[src/rtl/fme_pkg.sv]
package fme_pkg;

    typedef enum logic [1:0] {
        ST_IDLE   = 2'd0,
        ST_ERASE  = 2'd1,
        ST_REJECT = 2'd2
    } seq_state_t;

    localparam int REG_W = 32;

    // register offsets
    localparam int OFS_PTR  = 'h00;
    localparam int OFS_CDIV = 'h04;
    localparam int OFS_CTRL = 'h08;
    localparam int OFS_INT  = 'h24;
    localparam int OFS_DATA = 'h30;
    localparam int OFS_WIN  = 'h40;

    // control field positions
    localparam int CTRL_GO_BIT   = 0;
    localparam int CTRL_CODE_LSB = 8;
    localparam int CTRL_BUSY_BIT = 24;
    localparam int CTRL_KEY_LSB  = 28;

    // interrupt register positions
    localparam int INT_DONE_BIT = 0;
    localparam int INT_FAIL_BIT = 1;
    localparam int INT_IE_LSB   = 8;

    localparam logic [3:0] UNLOCK_KEY = 4'h2;
    localparam logic [7:0] WIPE_CODE  = 8'hAA;

    typedef struct packed {
        logic [3:0] key;
        logic [7:0] code;
        logic       go;
    } erase_cmd_t;

endpackage

[src/rtl/fme_regs.sv]
module fme_regs
    import fme_pkg::*;
#(
    parameter int ADDR_W = 12,
    parameter int CDIV_W = 8,
    parameter int NDATA  = 4,
    parameter int IDX_W  = 4
) (
    input  logic                clk,
    input  logic                rst_n,
    input  logic                psel,
    input  logic                penable,
    input  logic                pwrite,
    input  logic [ADDR_W-1:0]   paddr,
    input  logic [REG_W-1:0]    pwdata,
    output logic [REG_W-1:0]    prdata,
    input  logic                seq_idle,
    input  logic                busy,
    input  logic [1:0]          flags,
    input  logic [1:0]          ie,
    input  logic [REG_W-1:0]    flash_rdata,
    output logic                cmd_wr,
    output erase_cmd_t          cmd,
    output logic                int_wr,
    output logic [1:0]          int_clr,
    output logic [1:0]          int_ie,
    output logic [IDX_W-1:0]    rd_idx
);

    localparam logic [ADDR_W-1:0] A_PTR  = ADDR_W'(OFS_PTR);
    localparam logic [ADDR_W-1:0] A_CDIV = ADDR_W'(OFS_CDIV);
    localparam logic [ADDR_W-1:0] A_CTRL = ADDR_W'(OFS_CTRL);
    localparam logic [ADDR_W-1:0] A_INT  = ADDR_W'(OFS_INT);
    localparam logic [ADDR_W-1:0] A_WIN  = ADDR_W'(OFS_WIN);

    logic              wr_en;
    logic [REG_W-1:0]  ptr_q;
    logic [CDIV_W-1:0] cdiv_q;
    logic [3:0]        key_q;
    logic [7:0]        code_q;
    logic [REG_W-1:0]  data_q [NDATA];

    assign wr_en = psel && penable && pwrite;

    // command decode toward the sequencer
    assign cmd.key  = pwdata[CTRL_KEY_LSB +: 4];
    assign cmd.code = pwdata[CTRL_CODE_LSB +: 8];
    assign cmd.go   = pwdata[CTRL_GO_BIT];
    assign cmd_wr   = wr_en && (paddr == A_CTRL) && seq_idle;

    assign int_wr  = wr_en && (paddr == A_INT);
    assign int_clr = {pwdata[INT_FAIL_BIT], pwdata[INT_DONE_BIT]};
    assign int_ie  = pwdata[INT_IE_LSB +: 2];

    assign rd_idx = ptr_q[IDX_W+1:2];

    always_ff @(posedge clk or negedge rst_n) begin
        if (!rst_n) begin
            ptr_q  <= '0;
            cdiv_q <= '0;
            key_q  <= '0;
            code_q <= '0;
            for (int i = 0; i < NDATA; i++) data_q[i] <= '0;
        end else begin
            if (wr_en && paddr == A_PTR)  ptr_q  <= pwdata;
            if (wr_en && paddr == A_CDIV) cdiv_q <= pwdata[CDIV_W-1:0];
            if (cmd_wr) begin
                key_q  <= cmd.key;
                code_q <= cmd.code;
            end
            for (int i = 0; i < NDATA; i++) begin
                if (wr_en && paddr == ADDR_W'(OFS_DATA + 4*i)) data_q[i] <= pwdata;
            end
        end
    end

    always_comb begin
        prdata = '0;
        if (paddr == A_PTR) begin
            prdata = ptr_q;
        end else if (paddr == A_CDIV) begin
            prdata[CDIV_W-1:0] = cdiv_q;
        end else if (paddr == A_CTRL) begin
            prdata[CTRL_KEY_LSB +: 4]  = key_q;
            prdata[CTRL_CODE_LSB +: 8] = code_q;
            prdata[CTRL_BUSY_BIT]      = busy;
            prdata[CTRL_GO_BIT]        = busy;
        end else if (paddr == A_INT) begin
            prdata[INT_DONE_BIT]     = flags[0];
            prdata[INT_FAIL_BIT]     = flags[1];
            prdata[INT_IE_LSB +: 2]  = ie;
        end else if (paddr == A_WIN) begin
            prdata = flash_rdata;
        end
        for (int i = 0; i < NDATA; i++) begin
            if (paddr == ADDR_W'(OFS_DATA + 4*i)) prdata = data_q[i];
        end
    end

endmodule

[src/rtl/fme_seq.sv]
module fme_seq
    import fme_pkg::*;
#(
    parameter int ERASE_CYCLES = 64
) (
    input  logic       clk,
    input  logic       rst_n,
    input  logic       cmd_wr,
    input  erase_cmd_t cmd,
    input  logic       dbg_en,
    output logic       busy,
    output logic       seq_idle,
    output logic       set_done,
    output logic       set_fail,
    output logic       wipe
);

    localparam int CNT_W = (ERASE_CYCLES > 2) ? $clog2(ERASE_CYCLES) : 1;
    localparam logic [CNT_W-1:0] CNT_LOAD = CNT_W'(ERASE_CYCLES - 1);

    seq_state_t       state, nxt;
    logic [CNT_W-1:0] cnt;
    logic             cmd_ok;

    assign cmd_ok = dbg_en && (cmd.key == UNLOCK_KEY) && (cmd.code == WIPE_CODE);

    // state register and countdown
    always_ff @(posedge clk or negedge rst_n) begin
        if (!rst_n) begin
            state <= ST_IDLE;
            cnt   <= '0;
        end else begin
            state <= nxt;
            if (state == ST_IDLE && nxt == ST_ERASE) cnt <= CNT_LOAD;
            else if (state == ST_ERASE && cnt != '0) cnt <= cnt - 1'b1;
        end
    end

    // transitions
    always_comb begin
        nxt = state;
        unique case (state)
            ST_IDLE: begin
                if (cmd_wr && cmd.go) nxt = cmd_ok ? ST_ERASE : ST_REJECT;
            end
            ST_ERASE: begin
                if (cnt == '0) nxt = ST_IDLE;
            end
            ST_REJECT: nxt = ST_IDLE;
            default:   nxt = ST_IDLE;
        endcase
    end

    // outputs
    always_comb begin
        busy     = 1'b0;
        seq_idle = 1'b0;
        set_done = 1'b0;
        set_fail = 1'b0;
        unique case (state)
            ST_IDLE:   seq_idle = 1'b1;
            ST_ERASE: begin
                busy     = 1'b1;
                set_done = (cnt == '0);
            end
            ST_REJECT: set_fail = 1'b1;
            default:   seq_idle = 1'b0;
        endcase
        wipe = busy;
    end

endmodule

[src/rtl/fme_irq.sv]
module fme_irq (
    input  logic       clk,
    input  logic       rst_n,
    input  logic       set_done,
    input  logic       set_fail,
    input  logic       int_wr,
    input  logic [1:0] int_clr,
    input  logic [1:0] int_ie,
    output logic [1:0] flags,
    output logic [1:0] ie,
    output logic       irq
);

    logic [1:0] clr_mask;

    assign clr_mask = int_wr ? int_clr : 2'b00;

    always_ff @(posedge clk or negedge rst_n) begin
        if (!rst_n) begin
            flags <= '0;
            ie    <= '0;
        end else begin
            // hardware set takes precedence over a same-edge clear
            flags <= (flags & ~clr_mask) | {set_fail, set_done};
            if (int_wr) ie <= int_ie;
        end
    end

    assign irq = |(flags & ie);

endmodule

[src/rtl/fme_flash_array.sv]
module fme_flash_array #(
    parameter int WORDS = 16,
    parameter int W     = 32,
    parameter int IDX_W = 4
) (
    input  logic             clk,
    input  logic             rst_n,
    input  logic             wipe,
    input  logic [IDX_W-1:0] rd_idx,
    output logic [W-1:0]     rd_data
);

    logic [W-1:0] words [WORDS];

    always_ff @(posedge clk or negedge rst_n) begin
        if (!rst_n) begin
            for (int i = 0; i < WORDS; i++) words[i] <= '0;
        end else if (wipe) begin
            for (int i = 0; i < WORDS; i++) words[i] <= '1;
        end
    end

    assign rd_data = words[rd_idx];

endmodule

[src/rtl/flash_mass_erase.sv]
module flash_mass_erase
    import fme_pkg::*;
#(
    parameter int ADDR_W       = 12,
    parameter int ERASE_CYCLES = 64,
    parameter int FLASH_WORDS  = 16,
    parameter int NDATA        = 4,
    parameter int CDIV_W       = 8
) (
    input  logic              clk,
    input  logic              rst_n,
    input  logic              psel,
    input  logic              penable,
    input  logic              pwrite,
    input  logic [ADDR_W-1:0] paddr,
    input  logic [31:0]       pwdata,
    output logic [31:0]       prdata,
    input  logic              dbg_en,
    output logic              irq
);

    localparam int IDX_W = (FLASH_WORDS > 2) ? $clog2(FLASH_WORDS) : 1;

    logic             busy, seq_idle, set_done, set_fail, wipe;
    logic             cmd_wr, int_wr;
    erase_cmd_t       cmd;
    logic [1:0]       int_clr, int_ie, flags, ie;
    logic [IDX_W-1:0] rd_idx;
    logic [REG_W-1:0] flash_rdata;

    fme_regs #(
        .ADDR_W(ADDR_W), .CDIV_W(CDIV_W), .NDATA(NDATA), .IDX_W(IDX_W)
    ) regs_i (
        .clk(clk), .rst_n(rst_n),
        .psel(psel), .penable(penable), .pwrite(pwrite),
        .paddr(paddr), .pwdata(pwdata), .prdata(prdata),
        .seq_idle(seq_idle), .busy(busy), .flags(flags), .ie(ie),
        .flash_rdata(flash_rdata),
        .cmd_wr(cmd_wr), .cmd(cmd),
        .int_wr(int_wr), .int_clr(int_clr), .int_ie(int_ie),
        .rd_idx(rd_idx)
    );

    fme_seq #(.ERASE_CYCLES(ERASE_CYCLES)) seq_i (
        .clk(clk), .rst_n(rst_n),
        .cmd_wr(cmd_wr), .cmd(cmd), .dbg_en(dbg_en),
        .busy(busy), .seq_idle(seq_idle),
        .set_done(set_done), .set_fail(set_fail), .wipe(wipe)
    );

    fme_irq irq_i (
        .clk(clk), .rst_n(rst_n),
        .set_done(set_done), .set_fail(set_fail),
        .int_wr(int_wr), .int_clr(int_clr), .int_ie(int_ie),
        .flags(flags), .ie(ie), .irq(irq)
    );

    fme_flash_array #(.WORDS(FLASH_WORDS), .W(REG_W), .IDX_W(IDX_W)) array_i (
        .clk(clk), .rst_n(rst_n), .wipe(wipe),
        .rd_idx(rd_idx), .rd_data(flash_rdata)
    );

endmodule

[config.mk]
export PLATFORM = sky130hd
export DESIGN_NAME = flash_mass_erase
export DESIGN_NICKNAME = d
export VERILOG_FILES = /design/src/rtl/fme_pkg.sv /design/src/rtl/fme_regs.sv /design/src/rtl/fme_seq.sv /design/src/rtl/fme_irq.sv /design/src/rtl/fme_flash_array.sv /design/src/rtl/flash_mass_erase.sv
export SDC_FILE = /design/constraint.sdc
export NUM_CORES = 1
export LEC_CHECK = 0
export ABC_AREA = 1
export ABC_CLOCK_PERIOD_IN_PS = 1400
export BUFFER_PORTS_ARGS = -buffer_cell sky130_fd_sc_hd__buf_2
export CAP_MARGIN = 30
export CORE_AREA = 2 2 143 145
export CTS_CLUSTER_DIAMETER = 60
export CTS_CLUSTER_SIZE = 30
export DETAILED_ROUTE_END_ITERATION = 8
export DIE_AREA = 0 0 145 147
export PLACE_DENSITY = 0.7
export SLEW_MARGIN = 25
export SYNTH_ARGS = -nofsm -noshare
export SYNTH_HDL_FRONTEND = slang
export SYNTH_SLANG_ARGS = --single-unit
[constraint.sdc]
create_clock -name clk -period 1.4 [get_ports clk]
set_input_delay 0.14 -clock clk [delete_from_list [all_inputs] [get_ports clk]]
set_output_delay 0.14 -clock clk [all_outputs]
set_load 0.03 [all_outputs]
==> flow_metrics.env, run 1 <==
export IMPL_status="finished, violations left"
export IMPL_failed_checks="setup timing"
export IMPL_synth_area_leaders="dfrtp_1, nand2_1, o21ai_1, inv_1, o21ai_0"
export IMPL_min_path_type="in -> reg"
export IMPL_cts_sinks=193
export IMPL_p_clk_share_pct=40.7
export IMPL_worst_pin_slew_ns=0.435
export IMPL_crit_path_start_kind="flip-flop"
export IMPL_ioPinCount=83
export IMPL_cts_buffer_depth=2
export IMPL_antenna_found_initial=1
export IMPL_crit_path_end_kind="output port"
export IMPL_maxSlewViolCount=0
export IMPL_p_sw_share_pct=24.4
export IMPL_p_sw_mw=2.91
export IMPL_critical_path_required_ns=1.26
export IMPL_core_region_area_um2=19800
export IMPL_io_buffers=82
export IMPL_synth_largest_area_cell="dfrtp_1"
export IMPL_nets=1456
export IMPL_whs_ns=0.0185
export IMPL_gr_usage_all_layers_pct=25.0
export IMPL_num_rows=52
export IMPL_diodes=0
export IMPL_maxCapViolCount=0
export IMPL_reg2reg_from="seq_i.state[0]$_DFF_PN0_"
export IMPL_hold_viol=0
export IMPL_grt_ovfl_total=0
export IMPL_antenna_left=0
export IMPL_fin_crit_sh_pct=148
export IMPL_vias_per_cell=5.20
export IMPL_cts_made_buffers=17
export IMPL_timing_final_ws_setup_ns=-0.665
export IMPL_die_area_um2=21300
export IMPL_syn_nets=1303
export IMPL_grt_max_degree=51
export IMPL_ir_drop_mv=0.889
export IMPL_crit_type="reg -> out"
export IMPL_ctsHtreeMaxLevel=4
export IMPL_critPathMaxFanout=5
export IMPL_internal_power_mw=8.99
export IMPL_grt_pass1_wl_um=42700
export IMPL_insertion_delay_ns=0.44
export IMPL_yosysUniqueCellTypes=39
export IMPL_p_per_area_nw_per_um2=928
export IMPL_arrival_ns=1.93
export IMPL_layout_area_overhead_vs_synth_pct=32.3
export IMPL_p_leak_nw=6.48
export IMPL_reg2reg_depth=7
export IMPL_seqPwrFrac_pct=48.3
export IMPL_syn_cell_area_um2=9690
export IMPL_synth_avg_cell_area_um2=7.74
export IMPL_gp_congestion=0.815
export IMPL_final_area_um2=12800
export IMPL_cts_tree="done"
export IMPL_drive_above_1_share_pct=28.7
export IMPL_max_freq_ghz=0.484
export IMPL_placed_area_um2=11400
export IMPL_dr_pass1_iters=5
export IMPL_cp_endpoint="prdata[0]"
export IMPL_r2r_end="regs_i.code_q[7]$_DFFE_PN0N_"
export IMPL_dr_total_vias=8754
export IMPL_drtIter0Drc=796
export IMPL_dp_hpwl_um=16600
export IMPL_yosysWarnings=0
export IMPL_power_mw=11.9
export IMPL_ys_seq_area_share_pct=49.9
export IMPL_die_h_um=147
export IMPL_finalWirelength_um=27300
export IMPL_first_global_vias=8111
export IMPL_p_comb_share_pct=10.9
export IMPL_startpoint="array_i.words[384]$_DFFE_PN0P_"
export IMPL_rsz0062_at_grt="yes"
export IMPL_clk_pin_slew_ns=0.07
export IMPL_initial_core_util_pct=48.8
export IMPL_routedWlPerCell_um=16.2
export IMPL_clockRootBuffer="clkbuf_16"
export IMPL_r2r_slack_ns=-0.12
export IMPL_yosysTopAreaCellShare_pct=49.9
export IMPL_ys_ff_latch=193
export IMPL_drcViolationCount=0
export IMPL_skew_ns=0.00906
export IMPL_setup_tns_ns=-20.32
export IMPL_post_route_min_period_ns=2.07
export IMPL_dieWidth_um=145
export IMPL_syn_inst=1252
export IMPL_slew_headroom_pct=70.8
export IMPL_setup_viol=48
-- registers in the layout, indices dropped and copies added, names as in the netlist --
| register | cells |
|---|---|
| regs_i.data_q | 128 |
| regs_i.ptr_q | 32 |
| regs_i.cdiv_q | 8 |
| regs_i.code_q | 8 |
| seq_i.cnt | 6 |
| regs_i.key_q | 4 |
| irq_i.flags | 2 |
| irq_i.ie | 2 |
| seq_i.state | 2 |
| array_i.words | 1 |
-- area by class of cell --
type                    count  area (µm²)
flip-flops and latches    193        4830
repair buffers            194        1860
well taps                 270         338
fillers                  1673        7030
inverters                 146         591
multi-input cells         850        4590
repair inverters            3        38.8
clock inverters             8         108
clock buffers              21         460
-- worst max-delay path, stage by stage (launching register included) --
cell and delay [ns]:
dfrtp_1 0.39, nand2_2 0.10, nor2_4 0.04, nand3_4 0.13, nand2_4 0.10, buf_6 0.13
nor2_2 0.12, nand2_1 0.06, nand2_1 0.08, nand2_2 0.07, nand2_2 0.09, nand2_4 0.05
buf_6 0.13
-- synthesized netlist by cell type, drive strengths merged --
master and n:
a22o 1, nor3 8, nor4 1, xnor2 1, clkbuf 27, nand2 490, clkinv 2, nand3 45
xor2 2, nand3b 11, or2 8, inv 144, nor2 17, o211ai 12, buf 37, o21bai 1
ha 1, o21ai 240, dfrtp 193, nand4 11
-- worst min-delay path by stage --
stage / start / to / slack, ns / cells after the start
2_1_floorplan: rst_n / array_i.words[384]$_DFFE_PN0P_ / -0.16 / 0
3_3_place_gp: rst_n / seq_i.cnt[3]$_DFFE_PN0P_ / 0.09 / 1
3_5_place_dp: rst_n / seq_i.cnt[1]$_DFFE_PN0P_ / 0.09 / 1
4_1_cts: pwdata[19] / regs_i.data_q[19]$_DFFE_PN0P_ / 0.01 / 3
5_1_grt: pwdata[19] / regs_i.data_q[19]$_DFFE_PN0P_ / 0.04 / 3
6_report: pwdata[27] / regs_i.data_q[123]$_DFFE_PN0P_ / 0.02 / 3
-- metal layers --
layer,vias up,track usage (%),wire [µm]
li1,4261,-,-
met5,-,0,16
met3,40,3.82,1300
met4,2,7.08,421
met1,4213,36.6,12700
met2,238,39.0,12800
-- power by group through the flow --
stage	Combinational, mW	Sequential, mW	Clock (mW)
floorplan	0.493	5.84	0
global placement	1.08	5.84	0
global route	1.42	5.75	5.13
CTS	1.25	5.74	4.89
finish	1.30	5.75	4.84
detailed placement	1.11	5.84	0
-- metrics by stage --
stage               utilization, %  setup WS (ns)  cells
floorplan                        -         -0.120   1252
global placement              57.6         -0.504   1632
detailed placement            57.6         -0.539   1632
CTS                           62.5         -0.633   1671
global route                  64.6         -0.728   1685
finish                        64.6         -0.665   1685
-- layout by cell type (no fill, tap or decap), types with 11 or more instances in the layout --
cell type | Yosys | layout
nand3b_1 | 11 | 11
buf_6 | 9 | 39
buf_4 | 3 | 75
nand2_2 | 6 | 58
dfrtp_1 | 193 | 193
o21ai_0 | 71 | 69
o21ai_2 | 9 | 12
nand3_2 | 4 | 19
nand3_1 | 39 | 20
inv_1 | 126 | 120
buf_12 | 0 | 24
clkbuf_16 | 0 | 20
inv_2 | 18 | 17
buf_2 | 25 | 47
o21ai_1 | 160 | 159
o211ai_1 | 11 | 11
nand2_4 | 4 | 41
nand2_1 | 480 | 390
-- logic make-up (layout without fill, tap and decap cells) --
group / Yosys count / in the layout / synth area share, %
fa+ha+maj: 1 / 1 / 0.129
xor+xnor: 3 / 3 / 0.271
compound gates: 254 / 254 / 13.9
simple gates: 591 / 592 / 26.6
flops: 193 / 193 / 49.9
buf+inv: 210 / 372 / 9.29
-- repair_timing --
| item | in CTS | in global routing |
|---|---|---|
| setup buffers | 6 | 9 |
| pin swaps | 31 | 33 |
| gates cloned | 1 | 8 |
| setup endpoints to repair | 50 | 109 |
| hold buffers | 3 | 0 |
| hold endpoints to repair | 195 | 0 |
| gates resized for setup | 96 | 71 |
Power figures use the tool's default switching activity.
==> run 2, diff against run 1 <==
Settings changed: ABC_AREA 1 to 0, CELL_PAD_IN_SITES_DETAIL_PLACEMENT from default to 1, CELL_PAD_IN_SITES_GLOBAL_PLACEMENT from default to 1, CORE_AREA 2 2 143 145 to 2 2 150 152, DIE_AREA 0 0 145 147 to 0 0 152 154, PLACE_DENSITY 0.7 to default, PLACE_DENSITY_LB_ADDON from default to 0.1.
==> run 2 against run 1 <==
Effect of this change:
- the flow still finishes with violations (setup timing)
- sequential power rose by 1%
- flip-flop and latch count is the same
- design area rose by 10%
- clock-buffer cell count shrank 2
- first-iteration DRC count shrank 43%
- critical path depth fell by 5
- via count down 9.3%
- fmax shrank 9.8%
- core utilization up 0.62 points
- routed wire length is 39% higher
- global-route usage increased by 5.3 points
- clock skew shrank 0.0022 ns
- highest routed layer is now met4
==> flow_metrics.env, run 2 <==
export IMPL_status="finished, violations left"
export IMPL_failed_checks="setup timing"
export IMPL_core_region_area_um2=21700
export IMPL_maxCapViolCount=0
export IMPL_timing_final_ws_setup_ns=-0.890
export IMPL_final_cell_mix="dfrtp_1, buf_4, mux2_4, mux2_2, buf_6"
export IMPL_cts_buffer_depth=2
export IMPL_critical_path_required_ns=1.26
export IMPL_rsz0062_at_grt="yes"
export IMPL_ctsHtreeMaxLevel=4
export IMPL_vias_per_cell=6.05
export IMPL_ir_drop_mv=0.742
export IMPL_dp_cells=1210
export IMPL_grt_pass1_wl_um=54000
export IMPL_hold_viol=0
export IMPL_cts_sinks=193
export IMPL_post_route_min_period_ns=2.29
export IMPL_critPathMaxFanout=6
export IMPL_setup_viol=223
export IMPL_r2r_slack_ns=-0.19
export IMPL_crit_chain="and3b_1 -> o2111a_2 -> clkbuf_16 -> a21oi_4 -> a2bb2oi_2 -> o21ai_2 -> buf_6"
export IMPL_antenna_left=0
export IMPL_reg2reg_from="seq_i.state[1]$_DFF_PN0_"
export IMPL_grt_ovfl_total=0
export IMPL_num_rows=54
export IMPL_maxSlewViolCount=0
export IMPL_diodes=0
export IMPL_synth_ff_type="dfrtp_1"
export IMPL_syn_cell_area_um2=9400
export IMPL_antenna_found_initial=0
export IMPL_arrival_ns=2.15
export IMPL_nets=1070
export IMPL_p_leak_nw=6.87
export IMPL_dr_total_vias=7943
export IMPL_grt_max_degree=43
export IMPL_initial_core_util_pct=43.3
export IMPL_yosysMostFrequentCell="dfrtp_1"
export IMPL_crit_path_end_kind="output port"
export IMPL_layout_commonest_cell="dfrtp_1"
export IMPL_cp_endpoint="prdata[9]"
export IMPL_crit_path_start_kind="flip-flop"
export IMPL_drive_above_1_share_pct=58.6
export IMPL_dr_pass1_iters=5
export IMPL_reg2reg_depth=5
export IMPL_skew_ns=0.00682
export IMPL_yosysUniqueCellTypes=69
export IMPL_yosysWarnings=0
export IMPL_drtIter0Drc=454
export IMPL_gr_usage_all_layers_pct=30.4
export IMPL_gp_congestion=0.843
export IMPL_cpPeakStageDelay_ns=0.45
export IMPL_power_mw=12.6
export IMPL_min_path_type="in -> reg"
export IMPL_syn_inst=773
export IMPL_dp_hpwl_um=20500
export IMPL_cts_tree="done"
export IMPL_cts_made_buffers=17
export IMPL_whs_ns=0.0100
export IMPL_insertion_delay_ns=0.44
export IMPL_synth_avg_cell_area_um2=12.2
export IMPL_path_buf_inv=2
export IMPL_r2r_end="regs_i.key_q[1]$_DFFE_PN0N_"
export IMPL_final_area_um2=14100
export IMPL_slew_headroom_pct=62.8
export IMPL_synth_edff_count=0
export IMPL_clockRootBuffer="clkbuf_16"
export IMPL_async_reset_ff_share_pct=100
export IMPL_p_per_area_nw_per_um2=891
export IMPL_yosysTopAreaCellShare_pct=51.4
export IMPL_dieWidth_um=152
export IMPL_die_h_um=154
export IMPL_placed_area_um2=11700
export IMPL_synth_common_cells="dfrtp_1, mux2_2, nand2_1"
export IMPL_fin_crit_sh_pct=164
export IMPL_startpoint="array_i.words[384]$_DFFE_PN0P_"
export IMPL_clk_pin_slew_ns=0.08
export IMPL_synth_largest_area_cell="dfrtp_1"
export IMPL_die_area_um2=23400
export IMPL_first_global_vias=8893
export IMPL_path_depth=7
export IMPL_ys_ff_latch=193
export IMPL_critPathTopFamily="compound AO/OA/AOI/OAI gates"
export IMPL_routedWlPerCell_um=28.8
export IMPL_max_freq_ghz=0.437
export IMPL_finalWirelength_um=37800
export IMPL_ioPinCount=83
export IMPL_stdcell_count=1312
export IMPL_worst_pin_slew_ns=0.558
export IMPL_drcViolationCount=0
export IMPL_top_register="regs_i.data_q"
export IMPL_crit_type="reg -> out"
export IMPL_synth_area_leaders="dfrtp_1, mux2_2, mux2_4, nand2_1, nor2_1"
export IMPL_top_regs="regs_i.data_q (128), regs_i.ptr_q (32)"
export IMPL_fill_cells=2049
export IMPL_critPathSlowestCell="dfrtp_2"
export IMPL_largest_register_ff_count=128
export IMPL_final_core_utilization_pct=65.2
export IMPL_ys_seq_area_share_pct=51.4
export IMPL_layout_area_overhead_vs_synth_pct=50.5
export IMPL_io_buffers=82
export IMPL_syn_nets=824
## run 2: cell types whose count changed after synthesis, moves of 30 or more
cell,change
nand2_1,-425
o21ai_1,-153
mux2_2,+143
inv_1,-122
o21ai_0,-42
a21oi_1,+30
mux2_4,+30
nor2_1,+30
## run 2: final cells by class
cell class	instances	area (µm²)	share of cell area, %
Sequential cell	193	4830	34.2
Inverter	4	15.0	0.106
Tap cell	280	350	2.48
Clock buffer	19	443	3.13
Multi-Input combinational cell	525	5300	37.5
Clock inverter	13	164	1.16
Timing Repair Buffer	278	3040	21.5
## run 2: metal layers
metal	vias to the layer above	global-route usage (%)	part of all wire [%]
met5	-	0	0
met1	4196	37.0	40
met4	0	11.3	3.7
met2	307	53.8	52
met3	89	5.64	5.1
li1	3351	-	-
## run 2: cells by family after synthesis
family | share of synthesized area, %
compound gates | 11.6
buf+inv | 2.94
flops | 51.4
fa+ha+maj | 0.133
mux | 23.1
simple gates | 10.4
xor+xnor | 0.466
## run 2: worst register-to-register path, cell delays in order, from the launching register on
cell	delay (ns)
dfrtp_1	0.42
buf_6	0.14
nor4_4	0.28
buf_4	0.18
buf_12	0.13
mux2_4	0.31
## run 2: how the worst min path moves through the flow
stage                from  cells after the start                        endpoint  slack, ns
2_1_floorplan       rst_n                      0  array_i.words[384]$_DFFE_PN0P_      -0.16
3_3_place_gp        rst_n                      1    regs_i.data_q[7]$_DFFE_PN0P_       0.11
3_5_place_dp        rst_n                      1    regs_i.data_q[7]$_DFFE_PN0P_       0.11
4_1_cts        pwdata[20]                      2   regs_i.data_q[52]$_DFFE_PN0P_     0.0009
5_1_grt        pwdata[19]                      2   regs_i.data_q[51]$_DFFE_PN0P_      0.008
6_report       pwdata[16]                      2  regs_i.data_q[112]$_DFFE_PN0P_       0.01
## run 2: what timing repair did
| action | CTS | global route |
|---|---|---|
| gates cloned | 15 | 4 |
| hold buffers | 5 | 1 |
| setup buffers | 34 | 27 |
| pin swaps | 25 | 24 |
| hold endpoints to repair | 51 | 1 |
| endpoints found under the setup margin | 216 | 224 |
| gates resized for setup | 188 | 95 |
## run 2: stage by stage
| step | setup WS (ns) | TNS, ns |
|---|---|---|
| finish | -0.890 | -88.96 |
| global route | -0.962 | -97.62 |
| CTS | -0.834 | -59.37 |
| detailed placement | -0.700 | -134.19 |
| global placement | -0.688 | -130.58 |
| floorplan | -0.461 | -58.21 |
## run 2: power by group
group | leakage (nW) | internal [mW] | total, mW | switching (mW)
sequential | 2.67 | 5.69 | 5.82 | 0.127
combinational | 3.90 | 0.782 | 1.59 | 0.809
clock | 0.299 | 2.76 | 5.19 | 2.44
